$ cat src/rtl/ild_pkg.sv
package ild_pkg;

    localparam int unsigned OPND_SLOTS  = 3;
    localparam int unsigned PARAM_BYTES = 4;
    localparam int unsigned PARAM_W     = PARAM_BYTES * 8;
    localparam int unsigned PLEN_W      = $clog2(PARAM_BYTES + 1);
    localparam int unsigned POS_W       = $clog2(PARAM_BYTES);
    localparam int unsigned SLOT_W      = $clog2(OPND_SLOTS);
    localparam int unsigned CNT_W       = $clog2(OPND_SLOTS + 1);
    localparam int unsigned MAX_LEN     = 2 + OPND_SLOTS * (2 + PARAM_BYTES);
    localparam int unsigned LEN_W       = $clog2(MAX_LEN + 1);

    typedef enum logic [2:0] {
        ST_OPCODE,
        ST_OPCODE_EXT,
        ST_SPEC,
        ST_BASE,
        ST_PARAM,
        ST_EMIT
    } ild_state_e;

    typedef struct packed {
        logic             legal;
        logic [CNT_W-1:0] count;
        logic [2:0]       size;
    } op_info_t;

    typedef struct packed {
        logic              legal;
        logic              is_index;
        logic [PLEN_W-1:0] plen;
    } spec_info_t;

    // Opcode rule: count in bits 1:0, size code in bits 3:2.
    function automatic op_info_t op_rule(input logic ext, input logic [7:0] b);
        op_info_t r;
        r.count = CNT_W'(b[1:0]);
        case (b[3:2])
            2'd0:    r.size = 3'd1;
            2'd1:    r.size = 3'd2;
            default: r.size = 3'd4;
        endcase
        r.legal = (b[1:0] != 2'd0) && (b[3:2] != 2'd3) && (ext || (b[7:4] != 4'hF));
        return r;
    endfunction

    // Specifier rule: mode in the upper nibble, register in the lower one.
    function automatic spec_info_t spec_rule(input logic [7:0] b,
                                             input logic       after_index,
                                             input logic [2:0] dsize);
        spec_info_t r;
        r.legal    = 1'b1;
        r.is_index = 1'b0;
        r.plen     = '0;
        case (b[7:4])
            4'h0, 4'h1, 4'h2, 4'h3: r.legal = !after_index;
            4'h4: begin
                r.is_index = 1'b1;
                r.legal    = !after_index;
            end
            4'h5:       r.legal = !after_index && (b[3:0] != 4'hF);
            4'h6, 4'h7: r.plen  = '0;
            4'h8:       if (b[3:0] == 4'hF) r.plen = PLEN_W'(dsize);
            4'h9:       if (b[3:0] == 4'hF) r.plen = PLEN_W'(4);
            4'hA, 4'hB: r.plen = PLEN_W'(1);
            4'hC, 4'hD: r.plen = PLEN_W'(2);
            default:    r.plen = PLEN_W'(4);
        endcase
        return r;
    endfunction

endpackage

$ cat src/rtl/ild_op_table.sv
module ild_op_table
    import ild_pkg::*;
(
    input  logic       ext,
    input  logic [7:0] code,
    output op_info_t   info
);
    localparam int unsigned ENTRIES = 512;

    op_info_t op_rom [ENTRIES];

    // Table contents are computed once at elaboration.
    for (genvar i = 0; i < ENTRIES; i++) begin : g_entry
        localparam logic [8:0] IDX = 9'(i);
        assign op_rom[i] = op_rule(IDX[8], IDX[7:0]);
    end

    assign info = op_rom[{ext, code}];
endmodule

$ cat src/rtl/ild_spec_class.sv
module ild_spec_class
    import ild_pkg::*;
(
    input  logic [7:0] spec_byte,
    input  logic       after_index,
    input  logic [2:0] dsize,
    output spec_info_t info
);
    always_comb begin
        info = spec_rule(spec_byte, after_index, dsize);
    end
endmodule

$ cat src/rtl/ild_ctrl.sv
module ild_ctrl
    import ild_pkg::*;
(
    input  logic       clk,
    input  logic       rst_n,
    input  logic       in_valid,
    input  logic       out_ready,
    input  logic       byte_is_prefix,
    input  logic       op_legal,
    input  spec_info_t spec,
    input  logic       last_slot,
    input  logic       param_last,
    output ild_state_e state_o,
    output logic       in_ready,
    output logic       out_valid,
    output logic       byte_fire,
    output logic       act_prefix,
    output logic       act_opcode,
    output logic       act_fault,
    output logic       act_index,
    output logic       act_spec,
    output logic       act_param,
    output logic       act_next,
    output logic       act_clear
);
    ild_state_e state_q, state_d;

    assign state_o = state_q;

    always_ff @(posedge clk or negedge rst_n) begin : state_reg
        if (!rst_n) state_q <= ST_OPCODE;
        else        state_q <= state_d;
    end

    always_comb begin : outputs
        in_ready   = (state_q != ST_EMIT);
        out_valid  = (state_q == ST_EMIT);
        byte_fire  = in_valid && in_ready;
        act_prefix = 1'b0;
        act_opcode = 1'b0;
        act_fault  = 1'b0;
        act_index  = 1'b0;
        act_spec   = 1'b0;
        act_param  = 1'b0;
        act_next   = 1'b0;
        act_clear  = 1'b0;
        unique case (state_q)
            ST_OPCODE: if (byte_fire) begin
                if (byte_is_prefix) begin
                    act_prefix = 1'b1;
                end else begin
                    act_opcode = 1'b1;
                    act_fault  = !op_legal;
                end
            end
            ST_OPCODE_EXT: if (byte_fire) begin
                act_opcode = 1'b1;
                act_fault  = !op_legal;
            end
            ST_SPEC, ST_BASE: if (byte_fire) begin
                if (!spec.legal) begin
                    act_fault = 1'b1;
                end else if (spec.is_index) begin
                    act_index = 1'b1;
                end else begin
                    act_spec = 1'b1;
                    act_next = (spec.plen == '0) && !last_slot;
                end
            end
            ST_PARAM: if (byte_fire) begin
                act_param = 1'b1;
                act_next  = param_last && !last_slot;
            end
            ST_EMIT: act_clear = out_ready;
            default: act_clear = 1'b0;
        endcase
    end

    always_comb begin : next_state
        state_d = state_q;
        unique case (state_q)
            ST_OPCODE: if (byte_fire) begin
                if (byte_is_prefix) state_d = ST_OPCODE_EXT;
                else if (!op_legal) state_d = ST_EMIT;
                else                state_d = ST_SPEC;
            end
            ST_OPCODE_EXT: if (byte_fire) begin
                state_d = op_legal ? ST_SPEC : ST_EMIT;
            end
            ST_SPEC, ST_BASE: if (byte_fire) begin
                if (!spec.legal)          state_d = ST_EMIT;
                else if (spec.is_index)   state_d = ST_BASE;
                else if (spec.plen != '0) state_d = ST_PARAM;
                else if (last_slot)       state_d = ST_EMIT;
                else                      state_d = ST_SPEC;
            end
            ST_PARAM: if (byte_fire && param_last) begin
                state_d = last_slot ? ST_EMIT : ST_SPEC;
            end
            ST_EMIT: if (out_ready) state_d = ST_OPCODE;
            default: state_d = ST_OPCODE;
        endcase
    end
endmodule

$ cat src/rtl/ild_record.sv
module ild_record
    import ild_pkg::*;
(
    input  logic                             clk,
    input  logic                             rst_n,
    input  logic [7:0]                       in_byte,
    input  logic                             byte_fire,
    input  logic                             act_prefix,
    input  logic                             act_opcode,
    input  logic                             act_fault,
    input  logic                             act_index,
    input  logic                             act_spec,
    input  logic                             act_param,
    input  logic                             act_next,
    input  logic                             act_clear,
    input  logic [CNT_W-1:0]                 op_count,
    input  logic [2:0]                       op_size,
    input  logic [PLEN_W-1:0]                spec_plen,
    output logic                             last_slot,
    output logic                             param_last,
    output logic                             rec_fault,
    output logic                             rec_ext,
    output logic [7:0]                       rec_opcode,
    output logic [CNT_W-1:0]                 rec_count,
    output logic [2:0]                       rec_size,
    output logic [LEN_W-1:0]                 rec_len,
    output logic [OPND_SLOTS*4-1:0]          rec_mode,
    output logic [OPND_SLOTS*4-1:0]          rec_rnum,
    output logic [OPND_SLOTS-1:0]            rec_indexed,
    output logic [OPND_SLOTS*4-1:0]          rec_xreg,
    output logic [OPND_SLOTS*PARAM_W-1:0]    rec_param,
    output logic [OPND_SLOTS*PLEN_W-1:0]     rec_plen
);
    logic [SLOT_W-1:0] slot_q;
    logic [PLEN_W-1:0] prm_left_q;
    logic [POS_W-1:0]  prm_pos_q;

    assign last_slot  = ((CNT_W'(slot_q) + CNT_W'(1)) == rec_count);
    assign param_last = (prm_left_q == PLEN_W'(1));

    always_ff @(posedge clk or negedge rst_n) begin : header_reg
        if (!rst_n) begin
            rec_fault  <= 1'b0;
            rec_ext    <= 1'b0;
            rec_opcode <= '0;
            rec_count  <= '0;
            rec_size   <= '0;
            rec_len    <= '0;
            slot_q     <= '0;
            prm_left_q <= '0;
            prm_pos_q  <= '0;
        end else if (act_clear) begin
            rec_fault  <= 1'b0;
            rec_ext    <= 1'b0;
            rec_opcode <= '0;
            rec_count  <= '0;
            rec_size   <= '0;
            rec_len    <= '0;
            slot_q     <= '0;
            prm_left_q <= '0;
            prm_pos_q  <= '0;
        end else begin
            if (byte_fire)  rec_len <= rec_len + LEN_W'(1);
            if (act_prefix) rec_ext <= 1'b1;
            if (act_opcode) begin
                rec_opcode <= in_byte;
                rec_count  <= op_count;
                rec_size   <= op_size;
            end
            if (act_spec) begin
                prm_left_q <= spec_plen;
                prm_pos_q  <= '0;
            end
            if (act_param) begin
                prm_left_q <= prm_left_q - PLEN_W'(1);
                prm_pos_q  <= prm_pos_q + POS_W'(1);
            end
            if (act_next) slot_q <= slot_q + SLOT_W'(1);
            if (act_fault) begin
                rec_fault <= 1'b1;
                rec_count <= '0;
                rec_size  <= '0;
            end
        end
    end

    for (genvar s = 0; s < OPND_SLOTS; s++) begin : g_slot
        localparam logic [SLOT_W-1:0] SID = SLOT_W'(s);
        logic               sel;
        logic [3:0]         mode_q;
        logic [3:0]         rnum_q;
        logic               idx_q;
        logic [3:0]         xreg_q;
        logic [PARAM_W-1:0] param_q;
        logic [PLEN_W-1:0]  plen_q;

        assign sel = (slot_q == SID);

        always_ff @(posedge clk or negedge rst_n) begin : slot_reg
            if (!rst_n) begin
                mode_q  <= '0;
                rnum_q  <= '0;
                idx_q   <= 1'b0;
                xreg_q  <= '0;
                param_q <= '0;
                plen_q  <= '0;
            end else if (act_clear || act_fault) begin
                mode_q  <= '0;
                rnum_q  <= '0;
                idx_q   <= 1'b0;
                xreg_q  <= '0;
                param_q <= '0;
                plen_q  <= '0;
            end else if (sel) begin
                if (act_index) begin
                    idx_q  <= 1'b1;
                    xreg_q <= in_byte[3:0];
                end
                if (act_spec) begin
                    mode_q <= in_byte[7:4];
                    rnum_q <= in_byte[3:0];
                    plen_q <= spec_plen;
                end
                for (int b = 0; b < PARAM_BYTES; b++) begin
                    if (act_param && (prm_pos_q == POS_W'(b))) param_q[8*b +: 8] <= in_byte;
                end
            end
        end

        assign rec_mode[4*s +: 4]             = mode_q;
        assign rec_rnum[4*s +: 4]             = rnum_q;
        assign rec_indexed[s]                 = idx_q;
        assign rec_xreg[4*s +: 4]             = xreg_q;
        assign rec_param[PARAM_W*s +: PARAM_W] = param_q;
        assign rec_plen[PLEN_W*s +: PLEN_W]   = plen_q;
    end
endmodule

$ cat src/rtl/vli_decoder.sv
module vli_decoder
    import ild_pkg::*;
#(
    parameter logic [7:0] EXT_PREFIX = 8'hFD
) (
    input  logic                          clk,
    input  logic                          rst_n,
    input  logic                          in_valid,
    output logic                          in_ready,
    input  logic [7:0]                    in_byte,
    output logic                          out_valid,
    input  logic                          out_ready,
    output logic                          out_fault,
    output logic                          out_ext,
    output logic [7:0]                    out_opcode,
    output logic [CNT_W-1:0]              out_count,
    output logic [2:0]                    out_size,
    output logic [LEN_W-1:0]              out_len,
    output logic [OPND_SLOTS*4-1:0]       out_mode,
    output logic [OPND_SLOTS*4-1:0]       out_rnum,
    output logic [OPND_SLOTS-1:0]         out_indexed,
    output logic [OPND_SLOTS*4-1:0]       out_xreg,
    output logic [OPND_SLOTS*PARAM_W-1:0] out_param,
    output logic [OPND_SLOTS*PLEN_W-1:0]  out_plen
);
    ild_state_e state;
    op_info_t   op_info;
    spec_info_t spec_info;
    logic       byte_fire, last_slot, param_last;
    logic       act_prefix, act_opcode, act_fault, act_index;
    logic       act_spec, act_param, act_next, act_clear;

    ild_op_table u_op_table (
        .ext  (state == ST_OPCODE_EXT),
        .code (in_byte),
        .info (op_info)
    );

    ild_spec_class u_spec_class (
        .spec_byte   (in_byte),
        .after_index (state == ST_BASE),
        .dsize       (out_size),
        .info        (spec_info)
    );

    ild_ctrl u_ctrl (
        .clk            (clk),
        .rst_n          (rst_n),
        .in_valid       (in_valid),
        .out_ready      (out_ready),
        .byte_is_prefix (in_byte == EXT_PREFIX),
        .op_legal       (op_info.legal),
        .spec           (spec_info),
        .last_slot      (last_slot),
        .param_last     (param_last),
        .state_o        (state),
        .in_ready       (in_ready),
        .out_valid      (out_valid),
        .byte_fire      (byte_fire),
        .act_prefix     (act_prefix),
        .act_opcode     (act_opcode),
        .act_fault      (act_fault),
        .act_index      (act_index),
        .act_spec       (act_spec),
        .act_param      (act_param),
        .act_next       (act_next),
        .act_clear      (act_clear)
    );

    ild_record u_record (
        .clk         (clk),
        .rst_n       (rst_n),
        .in_byte     (in_byte),
        .byte_fire   (byte_fire),
        .act_prefix  (act_prefix),
        .act_opcode  (act_opcode),
        .act_fault   (act_fault),
        .act_index   (act_index),
        .act_spec    (act_spec),
        .act_param   (act_param),
        .act_next    (act_next),
        .act_clear   (act_clear),
        .op_count    (op_info.count),
        .op_size     (op_info.size),
        .spec_plen   (spec_info.plen),
        .last_slot   (last_slot),
        .param_last  (param_last),
        .rec_fault   (out_fault),
        .rec_ext     (out_ext),
        .rec_opcode  (out_opcode),
        .rec_count   (out_count),
        .rec_size    (out_size),
        .rec_len     (out_len),
        .rec_mode    (out_mode),
        .rec_rnum    (out_rnum),
        .rec_indexed (out_indexed),
        .rec_xreg    (out_xreg),
        .rec_param   (out_param),
        .rec_plen    (out_plen)
    );
endmodule

$ cat config.mk
export PLATFORM = sky130hd
export DESIGN_NAME = vli_decoder
export DESIGN_NICKNAME = d
export VERILOG_FILES = /design/src/rtl/ild_pkg.sv /design/src/rtl/ild_op_table.sv /design/src/rtl/ild_spec_class.sv /design/src/rtl/ild_ctrl.sv /design/src/rtl/ild_record.sv /design/src/rtl/vli_decoder.sv
export SDC_FILE = /design/constraint.sdc
export NUM_CORES = 1
export LEC_CHECK = 0
export CAP_MARGIN = 20
export CORE_ASPECT_RATIO = 1.25
export CORE_MARGIN = 3
export CORE_UTILIZATION = 50
export DETAILED_ROUTE_END_ITERATION = 10
export DONT_BUFFER_PORTS = 1
export GPL_TIMING_DRIVEN = 0
export HOLD_SLACK_MARGIN = 0.06
export MAX_ROUTING_LAYER = met4
export PLACE_DENSITY = 0.69
export SYNTH_ARGS = -nofsm -noshare
export SYNTH_HDL_FRONTEND = slang
export SYNTH_SLANG_ARGS = --single-unit
$ cat constraint.sdc
create_clock -name clk -period 1.62 [get_ports clk]
set_input_delay 0.162 -clock clk [delete_from_list [all_inputs] [get_ports clk]]
set_output_delay 0.162 -clock clk [all_outputs]
set_load 0.005 [all_outputs]
==> results of run 1 <==
-- routing by layer --
layer,up-vias,GRT usage [%],routed length [um]
li1,2641,-,-
met1,3198,34.1,9170
met2,312,50.4,13800
met3,84,9.10,2260
met4,0,13.0,1150
met5,-,-,0
-- report_power, final --
part / internal (mW) / switching, mW
Sequential: 5.48 / 1.26
Combinational: 3.45 / 3.76
Clock: 2.27 / 1.82
-- area by class of cell --
cell class                      instances  area share, %
Timing Repair Buffer                   66           7.94
Clock inverter                         12           1.15
Inverter                               12          0.416
Multi-Input combinational cell        486           39.0
Clock buffer                           20           4.32
Tap cell                              208           2.41
Sequential cell                       174           40.3
Buffer                                 49           4.48
-- through the flow --
stage | setup TNS [ns] | util (%) | std cells | setup slack (ns)
detailed placement | -78.28 | 53.7 | 924 | -0.647
floorplan | -5.76 | - | 716 | -0.0641
global placement | -81.23 | 53.7 | 924 | -0.645
CTS | -33.62 | 67.5 | 1015 | -0.276
global route | -47.70 | 71.1 | 1027 | -0.407
finish | -38.03 | 71.1 | 1027 | -0.337
-- kinds of logic (layout without fill, tap and decap cells) --
kind of cell | after synthesis | count (layout) | synth area share [%]
adders and majority gates | 10 | 10 | 1.59
AOI/OAI and AO/OA | 74 | 74 | 6.68
DFF | 174 | 174 | 55.2
buffers and inverters | 67 | 159 | 4.74
xor gates and xnor gates | 5 | 5 | 0.555
and+or+nand+nor | 258 | 269 | 15.0
muxes | 128 | 128 | 16.3
-- cells in the final DEF (no fill, tap or decap), types with 11 or more instances in the layout --
cell	count
dfrtp_1	171
mux2i_1	112
nor2_1	86
nor2_2	51
nor2_4	31
buf_6	28
nand2_1	26
buf_4	23
nand3_4	20
clkbuf_16	18
buf_12	17
buf_8	17
clkbuf_1	15
a21oi_2	14
nand3_1	12
a21oi_1	11
-- repair_timing --
item                       in CTS  in global routing
setup buffers                  37                 15
setup endpoints to repair     172                170
hold endpoints to repair      180                176
hold buffers                    2                  1
gates cloned                   23                  4
gates resized for setup       209                119
pin swaps                      51                 38
-- state kept, by name (all words and copies together), names as in the netlist --
signal	flops
u_record.g_slot.rnum_q	12
u_record.rec_fault	1
u_record.rec_size	3
u_record.g_slot.mode_q	12
u_record.prm_pos_q	2
u_record.g_slot.plen_q	9
u_record.g_slot.xreg_q	12
u_ctrl.state_o	3
u_record.rec_opcode	8
u_record.prm_left_q	3
u_record.rec_ext	1
u_record.g_slot.idx_q	3
u_record.rec_len	5
u_record.g_slot.param_q	96
u_record.rec_count	2
u_record.slot_q	2
-- path summary, 6_finish.rpt --
kind                                                   to  slack, ns
hold / removal               u_record.g_slot[2].xreg_q[0]      -0.58
min in group clk                     u_record.rec_size[0]       0.10
setup reg to reg           u_record.g_slot[0].param_q[16]      -0.34
setup / recovery           u_record.g_slot[0].param_q[16]      -0.34
hold reg to reg                  u_record.g_slot[2].idx_q       0.52
max in group asynchronous   u_record.g_slot[2].param_q[2]       1.86
-- worst max-delay path, delay by kind of cell (launching register included) --
family	cells	cell delay [ns]
buf+inv	3	0.52
mux	1	0.34
simple gates	3	0.55
flops	1	0.41
==> metrics.md, run 1 <==
| Metric | Value |
|---|---|
| Status | finished with violations |
| Failing checks | negative hold slack, negative setup slack |
| Net Count, Synth | 738 |
| Routed Wire Length | 26400 um |
| Worst-Margin Slew | 0.996 ns |
| CP Capture Type | flip-flop |
| RSZ-0062 raised after global routing | yes |
| Layout cell share with drive strength beyond 1 | 37.9% |
| Reg-to-reg startpoint | u_ctrl.state_o[1] |
| Std-Cell Core Area | 15200 um^2 |
| Final hold vios | 174 |
| DRT Pass-1 Iters | 5 |
| Period minus WS final | 1.96 ns |
| Multi-input gate area | 4220 um^2 |
| Horiz. Die Dim | 118 um |
| Vias in the first global route | 6348 |
| Final Slew Violations | 0 |
| Synth Flop Type | dfrtp_1 |
| Final worst slack | -0.337 ns |
| Kind of critical path | flip-flop to flip-flop |
| Worst rel slew slack | 33.6% |
| Clock Tree Root | clkbuf_16 |
| Most frequent cells after synthesis | dfrtp_1, nor2_1, mux2i_1, nand2_1, a21oi_1 |
| Crit-path max cell delay | 0.41 ns |
| Clock sinks | 174 |
| Most frequent CP cell | buf_6 |
| Sequential cell area | 4360 um^2 |
| FP Rows | 50 |
| Die H | 146 um |
| Full die area | 17300 um^2 |
| Worst skew pair latency | 0.44 ns |
| Sequential fraction of the synthesis area | 55.2% |
| 1st-iter DRT viols | 525 |
| Clock-pin slew on the worst setup and hold paths | 0.07 ns |
| Min Hold Slack | -0.580 ns |
| I/O pin cnt | 178 |
| Initial antenna violation count | 0 |
| Wire per inst | 25.7 um |
| Yosys top cell by area | dfrtp_1 |
| FF+latch count, synth | 174 |
| CP arrival | 2.28 ns |
| Largest net degree at the start of global routing | 175 |
| Clk buf depth | 2 |
| Maximum vdd ir drop | 0.000765 V |
| RePlAce Congestion | 0.881 |
| Input/output buffers | 0 |
| Top-count cell post-synth | dfrtp_1 |
| Initial core utilization | 51.9% |
| Max cap viols | 0 |
| Area Growth Syn to Fin | 37.1% |
| Pleak | 5.43 nW |
| Worst Setup Start Kind | flip-flop |
| CP Cell Sequence | buf_6, nor4bb_4, buf_6, buf_12, nand3_4, mux2i_1, nor2_4 |
| Post-route clock skew | 0.00714 ns |
| Via/cell ratio | 6.07 |
| Worst hold path type | primary input to asynchronous set/reset pin |
| R2R cell count | 7 |
| Slowest CP cell | dfrtp_1 |
| F_max | 511 MHz |
| Synth top area share | 55.2% |
| Async SR Flop Fraction | 100% |
| Number of buffers created by CTS | 17 |
| DP HPWL | 15300 um |
| Crit path max fanout | 7 |
| Top cells by area, synth | dfrtp_1, mux2i_1, nor2_1 |
| First-pass GRT wire length | 38800 um |
| Vias | 6235 |
| Overall Power | 18.0 mW |
| Critical path origin | u_ctrl.state_o[1] |
| Tot GR Track Use | 30.4% |
| Layout fillers | 1032 |
| Dpl cell area | 8170 um^2 |
| TritonCTS clock tree | yes |
| # H-tree levels | 4 |
| Final setup violating endpoints | 161 |
| Cells after Synth | 716 |
| Yosys warning total | 0 |
| Synthesized area | 7890 um^2 |
| # diodes | 0 |
| Syn Area/Cell | 11.0 um^2 |
| Final instance area | 10800 um^2 |
| Post-synth EDFFs | 0 |
| Cell Pwr Density | 1670 nW/um^2 |
| Final ANT Viol Nets | 0 |
| Worst path required time | 1.95 ns |
| Nets | 828 |
| Period utilisation layout | 121% |
| DRC | 0 |
| Synth cell types | 65 |
| Global route overflow | 0 |
(Power assumes the default switching activity.)
==> run 2: changes to the inputs <==
CTS_BUF_LIST = sky130_fd_sc_hd__clkbuf_16   (was default)
==> run 2 against run 1 <==
The run still ends with negative hold slack, negative setup slack left. Wire length fell by 6.5%. Register-to-register slack improved by 0.02 ns. Critical path depth rose by 2. Clock power fell by 4%. Die area did not move. Power fell by 8.7%. Clock-buffer cell count fell by 3. Flip-flop and latch count did not move. Sequential share of layout area rose by 3.7 points. Setup slack improved by 0.017 ns. Non-clock buffer count fell by 17. Critical path type unchanged.
==> metrics.md, run 2 (synthesis gave the netlist of run 1 again) <==
| Metric | Value |
|---|---|
| Final instance area | 9910 um^2 (-8.4%) |
| Cell count along the critical path | 9 (+2) |
| Period utilisation layout | 120% (-1.1 points) |
| Worst Setup Start Kind | flip-flop |
| Cell Pwr Density | 1660 nW/um^2 (-0.37%) |
| Status | finished with violations |
| # H-tree levels | 4 (unchanged) |
| Std-Cell Core Area | 15200 um^2 (unchanged) |
| Most flop-heavy register | u_record.g_slot.param_q |
| Period minus WS final | 1.94 ns (-0.0172 ns) |
| Leading cell type in the layout, fill and taps excluded | dfrtp_1 |
| CP Cell Sequence | buf_4, nor3b_4, a21boi_4, o32ai_4, a21oi_4, buf_6, clkbuf_16, clkbuf_16, nor2_1 |
| TritonCTS clock tree | yes |
| Final hold vios | 174 (unchanged) |
| Dpl cell area | 8170 um^2 (unchanged) |
| Final worst slack | -0.320 ns (+0.0172 ns) |
| CP Capture Type | flip-flop |
| Critical path origin | u_ctrl.state_o[1] |
| Clk buf depth | 2 (unchanged) |
| CP arrival | 2.26 ns (-0.02 ns) |
| Delay-heaviest family, CP | buffers and inverters |
| Most frequent CP cell | clkbuf_16 |
| Routed Wire Length | 24700 um (-6.5%) |
| Clock sinks | 174 (unchanged) |
| Reg-to-reg slack, setup | -0.32 ns (+0.02 ns) |
| # diodes | 0 (unchanged) |
| RSZ-0062 raised after global routing | yes |
| Reg-to-reg startpoint | u_ctrl.state_o[1] |
| F_max | 516 MHz (+0.89%) |
| Min Hold Slack | -0.575 ns (+0.00559 ns) |
| Full die area | 17300 um^2 (unchanged) |
| R2R cell count | 9 (+2) |
| Crit path max fanout | 5 (-2) |
| Worst skew pair latency | 0.43 ns (about the same) |
| Maximum vdd ir drop | 0.000707 V (-7.6%) |
| Vias | 5952 (-4.5%) |
| Worst path required time | 1.94 ns (about the same) |
| Slowest CP cell | dfrtp_1 |
| Area Growth Syn to Fin | 25.6% |
| Die H | 146 um (unchanged) |
| Failing checks | negative hold slack, negative setup slack |
| 1st-iter DRT viols | 505 (-3.8%) |
| Number of buffers created by CTS | 17 (unchanged) |
| Crit-path max cell delay | 0.40 ns (about the same) |
| Clock-pin slew on the worst setup and hold paths | 0.07 ns (about the same) |
| Tot GR Track Use | 28.1% (-2.3 points) |
| Nets | 808 (-2.4%) |
| Pleak | 5.44 nW (+0.28%) |
| Initial antenna violation count | 0 (unchanged) |
| Horiz. Die Dim | 118 um (unchanged) |
| DRC | 0 (unchanged) |
| I/O pin cnt | 178 (unchanged) |
| DRT Pass-1 Iters | 5 (unchanged) |
| Final Slew Violations | 0 (unchanged) |
| Post-Place Setup Slack | -0.647 ns (unchanged) |
| Input/output buffers | 0 (unchanged) |
| Worst hold path type | primary input to asynchronous set/reset pin |
| RePlAce Congestion | 0.881 (unchanged) |
| Layout cell share with drive strength beyond 1 | 23.3% (-15 points) |
| First-pass GRT wire length | 35800 um (-7.9%) |
| Final ANT Viol Nets | 0 (unchanged) |
| WP buf/inv | 4 (+1) |
| Worst rel slew slack | 39.3% (+5.7 points) |
| Largest net degree at the start of global routing | 175 (unchanged) |
| Post-route clock skew | 0.00686 ns (-0.000288 ns) |
| Largest register FFs | 96 (unchanged) |
| FP Rows | 50 (unchanged) |
| Worst-Margin Slew | 0.910 ns (-0.0857 ns) |
| Clock Tree Root | clkbuf_16 |
| Wire per inst | 24.5 um (-4.6%) |
| Overall Power | 16.5 mW (-8.7%) |
| Highest-count cells in the layout ignoring fill and taps | dfrtp_1, nor2_1, mux2i_1 |
| Kind of critical path | flip-flop to flip-flop |
| Initial core utilization | 51.9% (unchanged) |
| Vias in the first global route | 5826 (-8.2%) |
| DP HPWL | 15300 um (unchanged) |
| Via/cell ratio | 5.91 (-2.6%) |
| Final core occ | 65.2% (-6.0 points) |
| Final setup violating endpoints | 165 (+2.5%) |
| Global route overflow | 0 (unchanged) |
| Max cap viols | 0 (unchanged) |
-- run 2: changes by cell type in the layout (fill, tap and decap cells not counted), sizes merged --
cell and change:
buf -23, clkbuf +3, clkinv +3, nand3 -3
-- run 2: timing repair --
action / 4_1_cts / 5_1_grt
gates resized for setup: 86 / 58
setup endpoints to repair: 172 / 167
pin swaps: 18 / 12
cloned: 12 / 11
setup buffers: 17 / 12
hold buffers: 2 / 1
hold endpoints to repair: 178 / 175
-- run 2: path summary, 6_finish.rpt --
path / endpoint
max in group asynchronous: u_ctrl.state_o[2]
worst max register to register: u_record.g_slot[1].param_q[26]
worst min register to register: u_record.g_slot[1].idx_q
worst min-delay path: u_record.g_slot[2].xreg_q[0]
worst max-delay path: u_record.g_slot[1].param_q[26]
min in group clk: u_record.rec_size[0]
-- run 2: area by class of cell --
class | instances | area, um^2
Buffer | 51 | 485
Clock buffer | 17 | 425
Clock inverter | 15 | 135
Fill cell | 1187 | 5290
Inverter | 12 | 45.0
Multi-Input combinational cell | 483 | 3590
Sequential cell | 174 | 4360
Tap cell | 208 | 260
Timing Repair Buffer | 47 | 607
-- run 2: power breakdown --
group / leakage (nW) / switching [mW] / internal [mW]
combinational: 2.82 / 3.09 / 2.80
clock: 0.261 / 1.78 / 2.13
sequential: 2.36 / 1.17 / 5.48
total: 5.44 / 6.05 / 10.4
-- run 2: metal layers --
layer | track usage, % | vias to the layer above | wire [um]
li1 | - | 2600 | -
met1 | 32.2 | 3026 | 9130
met2 | 47.0 | 263 | 12600
met3 | 8.99 | 63 | 2030
met4 | 8.97 | 0 | 854
met5 | - | - | 0
-- run 2: metrics by stage --
stage               setup TNS [ns]  hold WS [ns]  std cells
floorplan                    -5.76        -0.134        716
global placement            -81.23        -0.127        924
detailed placement          -78.28        -0.127        924
CTS                         -31.31        -0.589        984
global route                -51.48        -0.596       1007
finish                      -43.23        -0.575       1007
==> run 3: changes to the inputs <==
PLACE_DENSITY = 0.78   (was 0.69)
==> run 3 against run 2 <==
The run still ends with negative hold slack, negative setup slack left. Non-clock buffer count up 29. Wire length up 21%. Setup slack worse by 0.11 ns. Largest power group is now combinational cells. Utilization up 9.6 points. Global-route usage up 2.4 points. Cell count up 3.3%. Clock skew up 0.0021 ns. Worst hold slack worse by 0.0059 ns. Clock power up 8.2%. Clock-buffer cell count unchanged. Via count up 13%. Critical path depth unchanged.
==> metrics.md, run 3 (synthesis gave the netlist of run 1 again) <==
| Metric | Value |
|---|---|
| Global route overflow | 0 (unchanged) |
| Failing checks | negative hold slack, negative setup slack |
| Full die area | 17300 um^2 (unchanged) |
| Final worst slack | -0.428 ns (-0.109 ns) |
| Clock-pin slew on the worst setup and hold paths | 0.08 ns (about the same) |
| R2R cell count | 9 (unchanged) |
| DRT Pass-1 Iters | 5 (unchanged) |
| Crit-path max cell delay | 0.41 ns (about the same) |
| Clock sinks | 174 (unchanged) |
| Vias | 6750 (+13%) |
| CP Cell Sequence | buf_6, nor3b_4, a21boi_4, o32ai_4, a21oi_4, buf_6, buf_12, clkbuf_16, nor2_4 |
| Input/output buffers | 0 (unchanged) |
| Max cap viols | 0 (unchanged) |
| Final core occ | 74.8% (+9.6 points) |
| Pleak | 5.54 nW (+1.8%) |
| Clock Tree Root | clkbuf_16 |
| Number of buffers created by CTS | 17 (unchanged) |
| Worst hold path type | primary input to asynchronous set/reset pin |
| Worst skew pair latency | 0.43 ns (about the same) |
| Worst path required time | 1.93 ns (about the same) |
| RSZ-0062 raised after global routing | yes |
| Horiz. Die Dim | 118 um (unchanged) |
| RePlAce Congestion | 0.906 (+2.9%) |
| Total negative setup slack | -56.23 ns (-13.00 ns) |
| Clk buf depth | 2 (unchanged) |
| Routed Wire Length | 30000 um (+21%) |
| Crit path max fanout | 6 (+1) |
| Vias in the first global route | 6466 (+11%) |
| Cell count along the critical path | 9 (unchanged) |
| Reg-to-reg startpoint | u_ctrl.state_o[1] |
| TritonCTS clock tree | yes |
| Period utilisation layout | 126% (+6.7 points) |
| Post-route clock skew | 0.00893 ns (+0.00208 ns) |
| Delay-heaviest family, CP | compound AO/OA/AOI/OAI gates |
| Final hold vios | 174 (unchanged) |
| Kind of critical path | flip-flop to flip-flop |
| Wire per inst | 28.8 um (+18%) |
| Layout cell share with drive strength beyond 1 | 43.9% (+21 points) |
| FP Rows | 50 (unchanged) |
| Final Slew Violations | 0 (unchanged) |
| CP arrival | 2.36 ns (+0.10 ns) |
| DP HPWL | 15400 um (+0.80%) |
| Final ANT Viol Nets | 0 (unchanged) |
| Final cell count without fillers | 1040 (+3.3%) |
| Reg-to-reg slack, setup | -0.43 ns (-0.11 ns) |
| Inst Count DP | 924 (unchanged) |
| WP buf/inv | 4 (unchanged) |
| Final setup violating endpoints | 157 (-4.8%) |
| Reg-to-reg critical path endpoint | u_record.g_slot[0].rnum_q[0] |
| Min Hold Slack | -0.581 ns (-0.00592 ns) |
| Tot GR Track Use | 30.5% (+2.4 points) |
| # H-tree levels | 4 (unchanged) |
| Largest net degree at the start of global routing | 175 (unchanged) |
| Overall Power | 19.3 mW (+17%) |
| Most flop-heavy register | u_record.g_slot.param_q |
| # diodes | 0 (unchanged) |
| I/O pin cnt | 178 (unchanged) |
| DRC | 0 (unchanged) |
| Status | finished with violations |
| Slowest CP cell | dfrtp_1 |
| CP Capture Type | flip-flop |
| Worst Setup Start Kind | flip-flop |
| First-pass GRT wire length | 39300 um (+9.8%) |
| Area Growth Syn to Fin | 44.2% |
| Nets | 841 (+4.1%) |
| Cell Pwr Density | 1700 nW/um^2 (+2.2%) |
| Via/cell ratio | 6.49 (+9.8%) |
| F_max | 488 MHz (-5.3%) |
| Period minus WS final | 2.05 ns (+0.109 ns) |
| Largest register FFs | 96 (unchanged) |
| Leading cell type in the layout, fill and taps excluded | dfrtp_1 |
| Initial core utilization | 51.9% (unchanged) |
| Highest-count cells in the layout ignoring fill and taps | dfrtp_1, mux2i_1, nor2_1 |
| 1st-iter DRT viols | 675 (+34%) |
| Worst-Margin Slew | 1.03 ns (+0.120 ns) |
| Die H | 146 um (unchanged) |
| Most frequent CP cell | buf_6 |
| Std-Cell Core Area | 15200 um^2 (unchanged) |
| Worst rel slew slack | 31.3% (-8.0 points) |
| Post-Place Setup Slack | -0.766 ns (-0.118 ns) |
| Initial antenna violation count | 0 (unchanged) |
| Maximum vdd ir drop | 0.00104 V (+48%) |
run 3: cell type report:
type / instances / area (um^2)
Fill cell: 794 / 3830
Sequential cell: 174 / 4360
Buffer: 48 / 475
Tap cell: 208 / 260
Timing Repair Buffer: 79 / 1060
Inverter: 12 / 47.5
Clock inverter: 15 / 173
Multi-Input combinational cell: 487 / 4570
Clock buffer: 17 / 425
run 3: worst max path at each step:
stage                        from                        endpoint  slack (ns)
3_3_place_gp    u_ctrl.state_o[1]  u_record.g_slot[2].param_q[14]       -0.72
2_1_floorplan  u_record.slot_q[0]               u_ctrl.state_o[0]       -0.06
6_report        u_ctrl.state_o[1]    u_record.g_slot[0].rnum_q[0]       -0.43
5_1_grt         u_ctrl.state_o[1]    u_record.g_slot[0].rnum_q[0]       -0.49
3_5_place_dp    u_ctrl.state_o[1]  u_record.g_slot[1].param_q[16]       -0.77
4_1_cts         u_ctrl.state_o[1]   u_record.g_slot[1].param_q[6]       -0.29
run 3: through the flow:
| step | cell area (um^2) | hold WS, ns |
|---|---|---|
| after global routing | 11400 | -0.593 |
| after floorplan | 7910 | -0.134 |
| after CTS | 9950 | -0.584 |
| final | 11400 | -0.581 |
| after global placement | 8170 | -0.130 |
| after detailed placement | 8170 | -0.130 |
run 3: repair_timing:
| action | CTS | global route |
|---|---|---|
| endpoints found under the hold margin | 175 | 175 |
| pin swaps | 20 | 70 |
| setup buffers | 30 | 30 |
| resized for setup | 144 | 274 |
| hold buffers | 1 | 1 |
| cloned | 22 | 12 |
| setup endpoints to repair | 172 | 169 |
run 3: report_power, final:
group	switching, mW	internal, mW
Sequential	1.37	5.48
Clock	2.02	2.21
Combinational	4.35	3.88
Total	7.75	11.6
run 3: worst reg2reg max path, delay by kind of cell, from the launching register on:
kind	cells	cell delay [ns]
simple gates	2	0.27
compound gates	3	0.62
flops	1	0.41
buf+inv	4	0.62
run 3: routing by layer:
layer	track usage, %	share of wire (%)	routed length, um	up-vias
met5	-	0	0	-
met4	16.2	7.3	2190	0
met3	10.6	9.9	2980	182
met2	50.7	50	14900	492
met1	31.9	33	9910	3400
li1	-	-	-	2676
